==> config.mk <==
export PLATFORM = sky130hd
export DESIGN_NAME = sar_serif_pwr
export DESIGN_NICKNAME = d
export VERILOG_FILES = /design/src/rtl/sar_serif_pkg.sv /design/src/rtl/sar_serif_pwr.sv
export SDC_FILE = /design/constraint.sdc
export NUM_CORES = 1
export LEC_CHECK = 0
export BUFFER_PORTS_ARGS = -buffer_cell sky130_fd_sc_hd__buf_4
export CORE_AREA = 2 2 39 41
export DETAILED_ROUTE_END_ITERATION = 10
export DIE_AREA = 0 0 41 43
export GPL_TIMING_DRIVEN = 0
export HOLD_SLACK_MARGIN = 0.05
export PLACE_DENSITY_LB_ADDON = 0.05
export SETUP_SLACK_MARGIN = 0.05
export SYNTH_ARGS = -nofsm -noshare
export SYNTH_HDL_FRONTEND = slang
export SYNTH_SLANG_ARGS = --single-unit
==> constraint.sdc <==
create_clock -name clk -period 4.45 [get_ports clk]
set_input_delay 0.89 -clock clk [delete_from_list [all_inputs] [get_ports clk]]
set_output_delay 0.89 -clock clk [all_outputs]
set_load 0.05 [all_outputs]
==> src/rtl/sar_serif_pkg.sv <==
package sar_serif_pkg;

    typedef enum logic [1:0] {
        PWR_NORMAL   = 2'd0,
        PWR_SHUTDOWN = 2'd1,
        PWR_WAKING   = 2'd2
    } pwr_state_e;

    typedef struct packed {
        logic cs_fall;
        logic cs_rise;
        logic sck_fall;
    } edge_evt_t;

    // Next power state decided when chip select returns high.
    function automatic pwr_state_e state_on_rise(
        input pwr_state_e cur,
        input int         n,
        input int         sd_lo,
        input int         sd_hi
    );
        pwr_state_e nxt;
        nxt = cur;
        case (cur)
            PWR_NORMAL: if (n >= sd_lo && n < sd_hi) nxt = PWR_SHUTDOWN;
            PWR_WAKING: if (n < sd_hi) nxt = PWR_SHUTDOWN;
            default:    nxt = cur;
        endcase
        return nxt;
    endfunction

endpackage

==> src/rtl/sar_serif_pwr.sv <==
module sar_serif_pwr
    import sar_serif_pkg::*;
#(
    parameter int CNT_W   = 5,
    parameter int SD_LO   = 2,
    parameter int SD_HI   = 10,
    parameter int PU_DONE = 16
) (
    input  logic             clk,
    input  logic             rst,
    input  edge_evt_t        evt,
    output pwr_state_e       state,
    output logic [CNT_W-1:0] cnt,
    output logic             frame_bad
);
    localparam logic [CNT_W-1:0] CNT_MAX  = {CNT_W{1'b1}};
    localparam logic [CNT_W-1:0] PU_LAST  = CNT_W'(PU_DONE - 1);

    always_ff @(posedge clk) begin
        if (rst) begin
            state     <= PWR_NORMAL;
            cnt       <= '0;
            frame_bad <= 1'b0;
        end else if (evt.cs_fall) begin
            cnt       <= '0;
            frame_bad <= (state != PWR_NORMAL);
            if (state == PWR_SHUTDOWN) state <= PWR_WAKING;
        end else if (evt.sck_fall) begin
            if (cnt != CNT_MAX) cnt <= cnt + 1'b1;
            if (state == PWR_WAKING && cnt == PU_LAST) state <= PWR_NORMAL;
        end else if (evt.cs_rise) begin
            state <= state_on_rise(state, int'(cnt), SD_LO, SD_HI);
        end
    end
endmodule

Word-level counts from Yosys, hierarchy flattened --
Index checks and enable logic that the tools add are counted.
Storage, ports and cells: register bits after elaboration 8, input port bits 5, output and inout port bits 8
Operators by class: eq/ne operators 8, reduce and logical (&&, ||, !) cells 9, add/subtract/negate cells 1, order comparisons 2, muxes and demuxes 8
Operators with widths (count):
- $mux 2 | 7
- $reduce_and 6->1 | 1
- $add 5x1->5 const B | 1
- $eq 5x4->1 const B | 1
- $ge 5x2->1 const B | 1
- $lt 5x4->1 const B | 1
- $ne 5x5->1 const B | 1
- $ne 4x3->1 const B | 1
- $ne 4x4->1 const B | 1
- $pmux 2 s2 | 1
- $reduce_bool 4->1 | 1
- $ne 3x1->1 const B | 1
- $reduce_bool 3->1 | 1
- $eq 2x1->1 const B | 1
- $eq 2x2->1 const B | 1
- $logic_and 1x1->1 | 2
- $logic_not 2->1 | 1
- $ne 2x1->1 const B | 1
- $reduce_and 2->1 | 1
- $reduce_bool 2->1 | 1
- $reduce_or 2->1 | 1

Depth between registers and ports, before layout --
word-level depth 7, depth in mapped cells 6, mapped depth without buffers 6

Worst setup path after synthesis --
OpenSTA, ideal clock, no wires.
kind reg2reg, start register cnt[1], end register cnt[3], data required time 4380 ps, path slack 2582 ps, stages on the path, launching flop included 7, arrival time 1798 ps, setup time 70 ps, clock period less this slack 1868 ps, cell sequence dfxtp_1 -> ha_1 -> and3_2 -> ha_1 -> nand2b_1 -> or3_1 -> a21oi_1
Between the ends: word-level cells in the longest chain between the ends 2, elaborated cells between the ends (all ways) 3, classes of those cells 1 x add/sub; 1 x eq/ne; 1 x reduce/logical
RTL lines:
- start, declared | RTL line sar_serif_pwr.sv:13 | output logic [CNT_W-1:0] cnt,
- start signal, assigned | RTL line sar_serif_pwr.sv:29 | if (cnt != CNT_MAX) cnt <= cnt + 1'b1;
- branches (longest 2 deep; another with $add 5x1->5)
Parallel ways; which one is timed is not known. A chain may end at the register's enable or synchronous reset.

Worst setup path in the final report --
start register cnt[1], end output cnt[1]
No word-level cell between the ends.

==> results_dict.tcl <==
set metrics [dict create \
    fin_skew_ps 0.115 \
    period_share 0.410 \
    worst_hold_slack_ps 510 \
    cts_resized 0 \
    nNetsFinal 73 \
    end_kind "output pin" \
    ys_types 24 \
    path_clk_slew_ps 60 \
    io_buffers 12 \
    ys_ff_latch 8 \
    fmax_mhz 548 \
    grt_antenna_before_repair 0 \
    synthTopCellsByArea "dfxtp_1 (38%), ha_1 (12%), nor2_1 (4.5%)" \
    hp-start "cnt[0]" \
    maxSlewHeadroom 0.795 \
    row_count 14 \
    cp_max_fo 7 \
    critPathBufInv 1 \
    cts_setup_buffers 0 \
    cap_violations 0 \
    synthesis.area_um2 419 \
    status "finished, final reports clean" \
    start_util 0.303 \
    clockBufferDepth 2 \
    synthArstFlopShare 0 \
    cts-root-buf "clkbuf_4" \
    die_area_um2 1760 \
    drc 0 \
    first_global_vias 320 \
    synth_ff_type "dfxtp_1" \
    synth_top_area_share 0.382 \
    timing.setup.tns_ps 0 \
    hold_class "reg -> reg" \
    antenna_left 0 \
    slowest_delay_ps 440 \
    p_leak_nw 0.242 \
    ios 13 \
    syn2layout_area_growth_pct 31.6 \
    post-place-ws_ps 2580 \
    whs_endpoint "cnt[0]" \
    syn-num-nets 56 \
    drive_gt1_frac 0.290 \
    clock-sinks 8 \
    powerDensity_nw_per_um2 279 \
    fin_crit_ps 1830 \
    grt_overflow 0 \
    wl_per_cell_um 11.3 \
    grtUsageTotal 0.110 \
    whs_path_depth 2 \
    drtPass1Iterations 4 \
    crit_chain "buf_4" \
    ir_worst_vdd_uv 116 \
    grt_setup_unrepaired "no" \
    cts_max_level 1 \
    rrSetupSlack_ps 2710 \
    finalSetupViolations 0 \
    drt_iter0_markers 4 \
    setup_ws_ps 2620 \
    die_h_um 43 \
    critical_path_class "reg -> out" \
    place_congestion 0.691 \
    critPathRequiredTime_ps 3560 \
    yosysWarnings 0 \
    startpoint_type "flop" \
    slowest_stage "dfxtp_1" \
    yosysMostFrequentCell "dfxtp_1" \
    worstSkewPairLatency_ps 250 \
    hold_buffers 0 \
    synth-edff-count 0 \
    cpLargestDelayFamily "flip-flops" \
    critical_path_arrival_ps 940 \
    die-width_um 41 \
    wirelength_um 879 \
    cts_tree "yes" \
    final-hold-violation-count 0 \
    cts_buffers 3 \
    r2r_cells 6 \
    synthCells 47 \
    core_um2 1380 \
    worst_r2r_endpoint "cnt[3]" \
    vias 374 \
    rr_startpoint "cnt[1]" \
    tightest_slew_ps 306 \
    grt_max_degree 8 \
    netlist_top_cells_count "dfxtp_1 (8), nor2_1 (5), ha_1 (4)" \
    diodes 0 \
    synth_top_area_cell "dfxtp_1" \
    viasPerCell 4.79 \
    grt_pass1_wl_um 1290 \
    fill_cells 153 \
    dpl.hpwl_um 673 \
    slew_viol_final 0 \
    syn_area_per_cell_um2 8.92 \
    synth.yosys.seq_area_share 0.382 \
]
-- cells in the final DEF, fill, tap and decap left out --
master,instances
o21bai_2,1
o22ai_1,1
or2_0,1
a21oi_1,3
clkbuf_4,3
clkbuf_1,1
nand2_1,3
o31a_1,1
a31oi_1,1
nor2_1,5
or4_4,1
dfxtp_1,8
a21o_1,1
nand3b_1,2
nand2b_1,2
a211oi_1,2
nor2b_1,1
or3_1,1
inv_1,2
o21ai_0,2
and3_2,1
nand3_1,1
xor2_1,1
ha_1,4
buf_4,12
o41ai_1,1
-- per-layer routing --
| layer | up-vias | GRT usage | share of wire |
|---|---|---|---|
| li1 | 199 | - | - |
| met1 | 163 | 0.146 | 0.51 |
| met2 | 10 | 0.144 | 0.43 |
| met3 | 2 | 0.0314 | 0.053 |
| met4 | 0 | 0.0800 | 0.010 |
| met5 | - | 0 | 0 |
-- flip-flops by register name (all words and copies together) (netlist names) --
name       flops
cnt            5
frame_bad      1
state          2
-- stage by stage --
stage               instances  area [µm²]   util  power (mW)
floorplan                  47         419      -      0.0915
global placement           75         529  0.382       0.101
detailed placement         75         529  0.382       0.100
CTS                        78         552  0.399       0.157
global route               78         552  0.399       0.164
finish                     78         552  0.399       0.154
-- where the power goes --
part / total [mW] / internal [mW] / switching, mW
Combinational: 0.0230 / 0.00904 / 0.0139
Clock: 0.0555 / 0.0309 / 0.0246
Sequential: 0.0756 / 0.0735 / 0.00205
-- logic make-up after synthesis --
family,Yosys count,synth area share
adder cells (fa/ha/maj),4,0.119
XOR/XNOR,1,0.0209
AO/OA/AOI/OAI,13,0.212
buffers and inverters,3,0.0269
flip-flops,8,0.382
AND/OR/NAND/NOR,18,0.239
-- how the worst max path moves through the flow --
stage           start       end  slack, ps  cells past startpoint
3_3_place_gp   evt[2]  state[0]       2570                      4
4_1_cts        cnt[1]    cnt[1]       2610                      1
5_1_grt        cnt[1]    cnt[1]       2580                      1
2_1_floorplan  cnt[1]    cnt[3]       2580                      6
3_5_place_dp   evt[2]  state[0]       2580                      4
6_report       cnt[1]    cnt[1]       2620                      1
-- cell type report --
class,instances,area (µm²),share of cell area
inverter,2,7.51,0.0136
tap,16,20.0,0.0363
timing repair buffer,12,90.1,0.163
clock buffer,3,22.5,0.0408
multi-input combinational,36,248,0.449
buffer,1,3.75,0.00680
sequential,8,160,0.290
No activity file was read; power rests on OpenSTA's default activity.
